$ cat src/rtl/qrs_pkg.sv
package qrs_pkg;

   // Index of each stage's boundary bit inside the register mask.
   typedef enum int {
      STG_LP  = 0,
      STG_HP  = 1,
      STG_DIF = 2,
      STG_SQR = 3,
      STG_WIN = 4
   } stage_e;

   function automatic int ones5(input logic [4:0] m);
      int n;
      n = 0;
      for (int i = 0; i < 5; i++) n += int'(m[i]);
      return n;
   endfunction

   function automatic bit is_pow2(input int v);
      return (v > 0) && ((v & (v - 1)) == 0);
   endfunction

endpackage

$ cat src/rtl/qrs_edge.sv
// Stage boundary: a register when EN is set, a wire otherwise.
module qrs_edge #(
   parameter int W  = 8,
   parameter bit EN = 1'b1
) (
   input  logic         clk,
   input  logic         rst,
   input  logic         in_valid,
   input  logic [W-1:0] in_data,
   output logic         out_valid,
   output logic [W-1:0] out_data
);

   generate
      if (EN) begin : g_reg
         always_ff @(posedge clk) begin
            if (rst) begin
               out_valid <= 1'b0;
               out_data  <= '0;
            end else begin
               out_valid <= in_valid;
               if (in_valid) out_data <= in_data;
            end
         end
      end else begin : g_wire
         assign out_valid = in_valid;
         assign out_data  = in_data;
      end
   endgenerate

endmodule

$ cat src/rtl/qrs_bandpass.sv
// Recursive integer low-pass followed by delay-minus-mean high-pass.
module qrs_bandpass #(
   parameter int IN_W   = 11,
   parameter int NOTCH  = 6,
   parameter int HP_LEN = 32,
   parameter int LP_W   = 17,
   parameter int HP_W   = 18,
   parameter bit REG_LP = 1'b1,
   parameter bit REG_HP = 1'b1
) (
   input  logic                   clk,
   input  logic                   rst,
   input  logic                   in_valid,
   input  logic signed [IN_W-1:0] in_data,
   output logic                   out_valid,
   output logic signed [HP_W-1:0] out_data
);

   localparam int LP_HIST = 2 * NOTCH;
   localparam int LP_ACC  = LP_W + 4;
   localparam int HP_SH   = $clog2(HP_LEN);
   localparam int HP_DLY  = HP_LEN / 2;
   localparam int SUM_W   = LP_W + HP_SH + 1;
   localparam int HP_ACC  = SUM_W + 1;

   // ---------------- low-pass recursion ----------------
   logic signed [IN_W-1:0]   lp_x [LP_HIST];
   logic signed [LP_W-1:0]   lp_y1, lp_y2, lp_now;
   logic signed [LP_ACC-1:0] lp_acc;

   always_comb begin
      lp_acc = (LP_ACC'(lp_y1) <<< 1) - LP_ACC'(lp_y2) + LP_ACC'(in_data)
             - (LP_ACC'(lp_x[NOTCH-1]) <<< 1) + LP_ACC'(lp_x[LP_HIST-1]);
      lp_now = LP_W'(lp_acc);
   end

   always_ff @(posedge clk) begin
      if (rst) begin
         for (int i = 0; i < LP_HIST; i++) lp_x[i] <= '0;
         lp_y1 <= '0;
         lp_y2 <= '0;
      end else if (in_valid) begin
         lp_x[0] <= in_data;
         for (int i = 1; i < LP_HIST; i++) lp_x[i] <= lp_x[i-1];
         lp_y2 <= lp_y1;
         lp_y1 <= lp_now;
      end
   end

   logic                   lp_v;
   logic [LP_W-1:0]        lp_q_raw;
   logic signed [LP_W-1:0] lp_q;

   qrs_edge #(.W(LP_W), .EN(REG_LP)) lp_edge_i (
      .clk(clk), .rst(rst), .in_valid(in_valid), .in_data(lp_now),
      .out_valid(lp_v), .out_data(lp_q_raw)
   );
   assign lp_q = signed'(lp_q_raw);

   // ---------------- high-pass: delayed sample minus mean ----------------
   logic signed [LP_W-1:0]   hp_x [HP_LEN];
   logic signed [SUM_W-1:0]  hp_sum, hp_sum_now;
   logic signed [HP_ACC-1:0] hp_acc;
   logic signed [HP_W-1:0]   hp_now;

   always_comb begin
      hp_sum_now = hp_sum + SUM_W'(lp_q) - SUM_W'(hp_x[HP_LEN-1]);
      hp_acc     = HP_ACC'(hp_x[HP_DLY-1]) - HP_ACC'(hp_sum_now >>> HP_SH);
      hp_now     = HP_W'(hp_acc);
   end

   always_ff @(posedge clk) begin
      if (rst) begin
         for (int i = 0; i < HP_LEN; i++) hp_x[i] <= '0;
         hp_sum <= '0;
      end else if (lp_v) begin
         hp_x[0] <= lp_q;
         for (int i = 1; i < HP_LEN; i++) hp_x[i] <= hp_x[i-1];
         hp_sum <= hp_sum_now;
      end
   end

   logic [HP_W-1:0] hp_q_raw;

   qrs_edge #(.W(HP_W), .EN(REG_HP)) hp_edge_i (
      .clk(clk), .rst(rst), .in_valid(lp_v), .in_data(hp_now),
      .out_valid(out_valid), .out_data(hp_q_raw)
   );
   assign out_data = signed'(hp_q_raw);

endmodule

$ cat src/rtl/qrs_slope_energy.sv
// Five-point slope estimate followed by squaring.
module qrs_slope_energy #(
   parameter int IN_W  = 18,
   parameter int SQ_W  = 36,
   parameter bit REG_D = 1'b1,
   parameter bit REG_S = 1'b1
) (
   input  logic                   clk,
   input  logic                   rst,
   input  logic                   in_valid,
   input  logic signed [IN_W-1:0] in_data,
   output logic                   out_valid,
   output logic [SQ_W-1:0]        out_data
);

   localparam int D_ACC = IN_W + 3;

   generate
      if (SQ_W != 2 * IN_W) begin : g_bad_sq
         $error("qrs_slope_energy: SQ_W must be twice IN_W");
      end
   endgenerate

   logic signed [IN_W-1:0]  dx [4];
   logic signed [D_ACC-1:0] d_acc;
   logic signed [IN_W-1:0]  d_now;

   always_comb begin
      d_acc = (D_ACC'(in_data) <<< 1) + D_ACC'(dx[0])
            - D_ACC'(dx[2]) - (D_ACC'(dx[3]) <<< 1);
      d_now = IN_W'(d_acc >>> 3);
   end

   always_ff @(posedge clk) begin
      if (rst) begin
         for (int i = 0; i < 4; i++) dx[i] <= '0;
      end else if (in_valid) begin
         dx[0] <= in_data;
         for (int i = 1; i < 4; i++) dx[i] <= dx[i-1];
      end
   end

   logic                   d_v;
   logic [IN_W-1:0]        d_q_raw;
   logic signed [IN_W-1:0] d_q;
   logic signed [SQ_W-1:0] prod;
   logic [SQ_W-1:0]        sq_now;

   qrs_edge #(.W(IN_W), .EN(REG_D)) d_edge_i (
      .clk(clk), .rst(rst), .in_valid(in_valid), .in_data(d_now),
      .out_valid(d_v), .out_data(d_q_raw)
   );
   assign d_q    = signed'(d_q_raw);
   assign prod   = SQ_W'(d_q) * SQ_W'(d_q);
   assign sq_now = unsigned'(prod);

   qrs_edge #(.W(SQ_W), .EN(REG_S)) s_edge_i (
      .clk(clk), .rst(rst), .in_valid(d_v), .in_data(sq_now),
      .out_valid(out_valid), .out_data(out_data)
   );

endmodule

$ cat src/rtl/qrs_window_sum.sv
// Moving-window integrator: running sum over LEN samples, divided by LEN.
module qrs_window_sum #(
   parameter int W       = 36,
   parameter int LEN     = 32,
   parameter bit REG_OUT = 1'b1
) (
   input  logic         clk,
   input  logic         rst,
   input  logic         in_valid,
   input  logic [W-1:0] in_data,
   output logic         out_valid,
   output logic [W-1:0] out_data
);

   localparam int SH    = $clog2(LEN);
   localparam int SUM_W = W + SH;

   logic [W-1:0]     wx [LEN];
   logic [SUM_W-1:0] w_sum, w_sum_now;
   logic [W-1:0]     w_now;

   always_comb begin
      w_sum_now = w_sum + SUM_W'(in_data) - SUM_W'(wx[LEN-1]);
      w_now     = W'(w_sum_now >> SH);
   end

   always_ff @(posedge clk) begin
      if (rst) begin
         for (int i = 0; i < LEN; i++) wx[i] <= '0;
         w_sum <= '0;
      end else if (in_valid) begin
         wx[0] <= in_data;
         for (int i = 1; i < LEN; i++) wx[i] <= wx[i-1];
         w_sum <= w_sum_now;
      end
   end

   qrs_edge #(.W(W), .EN(REG_OUT)) w_edge_i (
      .clk(clk), .rst(rst), .in_valid(in_valid), .in_data(w_now),
      .out_valid(out_valid), .out_data(out_data)
   );

endmodule

$ cat src/rtl/qrs_enhance.sv
module qrs_enhance
   import qrs_pkg::*;
#(
   parameter int         IN_W     = 11,
   parameter int         NOTCH    = 6,
   parameter int         HP_LEN   = 32,
   parameter int         WIN_LEN  = 32,
   parameter logic [4:0] REG_MASK = 5'b11111,
   localparam int        OUT_W    = 2 * (IN_W + $clog2(NOTCH * NOTCH) + 1)
) (
   input  logic                   clk,
   input  logic                   rst,
   input  logic                   in_valid,
   input  logic signed [IN_W-1:0] in_sample,
   output logic                   out_valid,
   output logic [OUT_W-1:0]       out_energy
);

   localparam int LP_W = IN_W + $clog2(NOTCH * NOTCH);
   localparam int HP_W = LP_W + 1;
   localparam int SQ_W = 2 * HP_W;

   generate
      if (IN_W < 4 || IN_W > 24) begin : g_bad_width
         $error("qrs_enhance: IN_W out of range");
      end
      if (NOTCH < 2) begin : g_bad_notch
         $error("qrs_enhance: NOTCH must be at least 2");
      end
      if (!is_pow2(HP_LEN) || !is_pow2(WIN_LEN)) begin : g_bad_len
         $error("qrs_enhance: window lengths must be powers of two");
      end
   endgenerate

   logic                   bp_v;
   logic signed [HP_W-1:0] bp_d;
   logic                   se_v;
   logic [SQ_W-1:0]        se_d;

   qrs_bandpass #(
      .IN_W(IN_W), .NOTCH(NOTCH), .HP_LEN(HP_LEN), .LP_W(LP_W), .HP_W(HP_W),
      .REG_LP(REG_MASK[int'(STG_LP)]), .REG_HP(REG_MASK[int'(STG_HP)])
   ) bp_i (
      .clk(clk), .rst(rst), .in_valid(in_valid), .in_data(in_sample),
      .out_valid(bp_v), .out_data(bp_d)
   );

   qrs_slope_energy #(
      .IN_W(HP_W), .SQ_W(SQ_W),
      .REG_D(REG_MASK[int'(STG_DIF)]), .REG_S(REG_MASK[int'(STG_SQR)])
   ) se_i (
      .clk(clk), .rst(rst), .in_valid(bp_v), .in_data(bp_d),
      .out_valid(se_v), .out_data(se_d)
   );

   qrs_window_sum #(
      .W(SQ_W), .LEN(WIN_LEN), .REG_OUT(REG_MASK[int'(STG_WIN)])
   ) win_i (
      .clk(clk), .rst(rst), .in_valid(se_v), .in_data(se_d),
      .out_valid(out_valid), .out_data(out_energy)
   );

endmodule

$ cat config.mk
export PLATFORM = sky130hd
export DESIGN_NAME = qrs_enhance
export DESIGN_NICKNAME = d
export VERILOG_FILES = /design/src/rtl/qrs_pkg.sv /design/src/rtl/qrs_edge.sv /design/src/rtl/qrs_bandpass.sv /design/src/rtl/qrs_slope_energy.sv /design/src/rtl/qrs_window_sum.sv /design/src/rtl/qrs_enhance.sv
export SDC_FILE = /design/constraint.sdc
export NUM_CORES = 2
export LEC_CHECK = 0
export BUFFER_PORTS_ARGS = -buffer_cell sky130_fd_sc_hd__buf_2
export CORE_MARGIN = 1.5
export CORE_UTILIZATION = 40
export DETAILED_ROUTE_END_ITERATION = 12
export SETUP_SLACK_MARGIN = 0.02
export SYNTH_ARGS = -nofsm -noshare
export SYNTH_HDL_FRONTEND = slang
export SYNTH_SLANG_ARGS = --single-unit
$ cat constraint.sdc
create_clock -name clk -period 47 [get_ports clk]
set_input_delay 2.35 -clock clk [delete_from_list [all_inputs] [get_ports clk]]
set_output_delay 2.35 -clock clk [all_outputs]
set_load 0.005 [all_outputs]
==> summary.txt <==
Min path
  – Hold Crit Depth: 1
  – Hold Crit Start: win_i.wx[0][169]
  – Hold Crit Class: reg -> reg
  – WHS Endpoint: win_i.wx[0][205]

Yosys
  – Async set or reset register ratio after synthesis: 0%
  – Top_reg_cell synth: edfxtp_1
  – Synth Cell Area: approximately 94000 sq um
  – Synth cell types: a little over 70
  – Synth Instances: roughly 6900
  – Post-synth top area share: roughly three fifths
  – Seq cells post-synth: just over 2000
  – Net Count, Synth: around 7600
  – Synth top area cells: edfxtp_1 59%, fa_1 9.2%, and2_1 7.4%
  – Post-synth EDFFs: about 1900
  – Syn Area/Cell: ~14 sq um
  – Sequential fraction of the synthesis area: 63.1%
  – Synth area leader: edfxtp_1
  – Yosys warns: 0

Power and ir drop
  – Clock power frac: ~34%
  – LEAKAGE: 41.4 nW
  – P per Cell Area: approximately 46 nW/um^2
  – Internal Power: between 3 and 4 mW
  – Flop pwr share: 44.5%
  – Maximum vdd drop: about 0.000038 V
  – Switching share of power: approximately 28%
  – Comb pwr share: between 20% and 30%
  – Overall Power: between 4 and 5 mW
  – Sw Pwr: roughly 1.4 mW

Setup path
  – Startpoint Class: register
  – CP Capture Type: register
  – Crit path buf inv count: 7
  – Critical path class: reg -> reg
  – Most common cell on crit path: inv_1
  – R2r startpoint: se_i.d_edge_i.out_data[17]
  – Reg2Reg Depth: 24
  – Slowest stage delay, CP: between 0.9 and 1 ns
  – Worst endpoint data arrival time: 8.30 ns
  – CP max FO: 23
  – Crit path max-delay family: adder cells
  – Slowest CP cell: dfxtp_1
  – R2R Path End: se_i.s_edge_i.out_data[35]
  – CP required: around 48 ns
  – CP Cell Sequence: inv_1 > nor2_1 > fa_1 > inv_1 > fa_1 > inv_1 > ha_1 > inv_1 > fa_1 > inv_1 > fa_1 > inv_1 > fa_1 > inv_1 > ha_1 > a21o_1 > or3_1 > a31oi_1 > o21ai_0 > a41oi_2 > a21oi_1 > a21oi_2 > nand3b_1 > a221oi_1
  – FF-to-FF setup slack: just under 40 ns

Detailed routing
  – 1st-iter DRT viols: between 3000 and 4000
  – DRT Pass-1 Iters: 5
  – DRT Wirelength: between 150000 and 200000 microns
  – DR vias: 47700
  – Drc violations: 0
  – Post-DRT Antenna Nets: 0
  – Vias/cell: ~4.7
  – Routed WL per cell: about 16 microns

CTS
  – Clock Tree Buf Depth: 3
  – Post-CTS Resized: 0
  – CTS Buf Count: 210
  – CTS clk-pin slew, worst paths: 0.06 ns
  – Post-CTS setup buffer count: 0
  – Worst-skew pair later-pin latency: about 0.88 ns
  – CTS Hold Bufs: 0
  – CTS H-Tree Depth: 4
  – CTS Sinks: 2042
  – CTS tree: yes
  – Root Driver: clkbuf_16

Final layout
  – Cell Count, Final, Fillers Out: 10200
  – P&R area growth vs syn: 10.9%
  – Post-route design area: about 100000 sq um
  – Most frequent cells in the layout: 1868 x edfxtp_1, 1110 x and2_1, 777 x nor2b_1
  – Share of cells above drive strength 1: 6.32%
  – Commonest non-fill, non-tap cell in the layout: edfxtp_1
  – Final #Nets: between 7000 and 8000
  – Filler instances: approximately 21000

Timing
  – Fin. max-slew vios: 0
  – Final hold violations: 0
  – Setup TNS: 0 ns
  – RSZ-0062 raised after global routing: false
  – Period utilization: between 15 and 20%
  – Max frequency: around 130 MHz
  – Fin crit period: between 7 and 8 ns
  – Final setup viols: 0
  – Clk_skew: about 0.11 ns
  – Max-Slew Margin vs Limit: around 22%
  – Actual slew at the worst max-slew pin: around 1.2 ns

Floorplanning
  – Die Span Y: between 400 and 500 microns
  – Core ar.: 235000 sq um
  – Die area: 239000 sq um
  – Top-level port count: approximately 50
  – Die W: around 490 microns
  – Initial Utilization: between 40% and 50%
  – FP Rows: around 180

Placement
  – Detailed placer's ending HPWL: roughly 100000 microns
  – Routability cong.: just over 0.8
  – Placed Cells: around 9800
  – Area after DPL: a little under 100000 sq um
  – I/O Buffers: 50

Global route
  – Vias in the first global route: between 40000 and 50000
  – Remaining global-route overflow: 0
  – First-pass GRT wire length: approximately 270000 microns
  – Largest net degree at the start of global routing: about 220
  – Gr usage total: between 10% and 20%
  – Initial antenna violation count: 1

Outcome
  – Status: completed

Run
  – Max_cap viols: 0
==> registers in the layout (all words and copies together) (netlist names), 23 cells and up <==
| signal | flops |
|---|---|
| se_i.dx | 72 |
| bp_i.hp_x | 544 |
| se_i.s_edge_i.out_data | 35 |
| bp_i.hp_sum | 23 |
| win_i.w_sum | 40 |
| win_i.wx | 1120 |
| bp_i.lp_x | 132 |
==> kinds of logic after synthesis <==
| logic type | synth area share [%] |
|---|---|
| AO/OA/AOI/OAI | 2.95 |
| XOR/XNOR | 1.41 |
| flip-flops | 63.1 |
| multiplexers | 0.991 |
| AND/OR/NAND/NOR | 15.1 |
| adder cells (fa/ha/maj) | 12.2 |
| buffers and inverters | 4.32 |
==> cell type report <==
class	instances	area, sq um	share of cell area, %
multi-input cells	3792	30800	29.4
clock inverters	138	1470	1.40
flip-flops and latches	2042	59600	56.9
well taps	3150	3940	3.76
diodes	3	7.51	0.00717
repair buffers	98	671	0.640
inverters	732	2780	2.65
clock buffers	252	5470	5.22
==> power by group through the flow <==
stage | clock network, mW | registers [mW] | logic [mW]
after global placement | 0 | 2.20 | 1.02
after floorplan | 0 | 2.26 | 0.811
after detailed placement | 0 | 2.20 | 1.04
final | 1.65 | 2.16 | 1.04
after global routing | 1.77 | 2.18 | 1.17
after CTS | 1.70 | 2.17 | 1.05
==> worst max path at each step <==
stage	end	slack, ns	from	depth (start not counted)
5_1_grt	se_i.s_edge_i.out_data[33]	38.86	se_i.d_edge_i.out_data[17]	24
2_1_floorplan	win_i.w_sum[39]	10.09	rst	6
3_3_place_gp	se_i.s_edge_i.out_data[35]	39.48	se_i.d_edge_i.out_data[17]	24
4_1_cts	se_i.s_edge_i.out_data[33]	39.31	se_i.d_edge_i.out_data[17]	24
6_report	se_i.s_edge_i.out_data[35]	39.39	se_i.d_edge_i.out_data[17]	24
3_5_place_dp	se_i.s_edge_i.out_data[33]	39.37	se_i.d_edge_i.out_data[17]	24
==> per-stage QoR <==
stage               setup WS (ns)  util (%)  hold slack [ns]
floorplan                   10.09         -            0.441
global placement            39.48      41.6            0.455
detailed placement          39.37      41.6            0.460
CTS                         39.31      44.6            0.437
global route                38.86      44.6            0.463
finish                      39.39      44.6            0.447
==> per-layer routing <==
layer  up-vias  global-route usage (%)  part of all wire, %
met5         -                       0                    0
met1     24100                    20.0                   48
met4         0                    4.24                  2.4
li1      22800                       -                    -
met3       227                    2.41                  3.3
met2       563                    21.6                   46
==> worst reg2reg max path, delay by kind of cell (launching register included) <==
kind                     cells  cell delay (ns)
buffers and inverters        7             1.25
adder cells (fa/ha/maj)      7             3.23
flip-flops                   1             0.94
AND/OR/NAND/NOR              3             0.70
AO/OA/AOI/OAI                7             1.34
==> synth_stat cells, types with 5 or more instances <==
cell type,number
buf_4,36
nand4_1,8
fa_1,433
mux2i_1,89
dfxtp_1,174
a21oi_1,119
a22o_1,8
nand2b_1,26
ha_1,226
o211ai_1,12
nand2_1,186
a31oi_1,22
nand3_1,32
nor2b_1,779
or2_2,5
xor2_1,47
a211oi_1,21
o31ai_1,9
a41oi_1,5
nand3b_1,5
inv_1,731
o22ai_1,30
o21bai_1,12
a21o_1,44
o21a_1,18
clkbuf_1,268
nor3_1,24
o21ai_0,43
edfxtp_1,1868
o21ai_1,17
and3_1,14
and2_1,1110
a211o_1,8
nor2_1,257
xnor2_1,105
buf_1,14
or3_1,6
No activity file was read; power rests on OpenSTA's default activity.
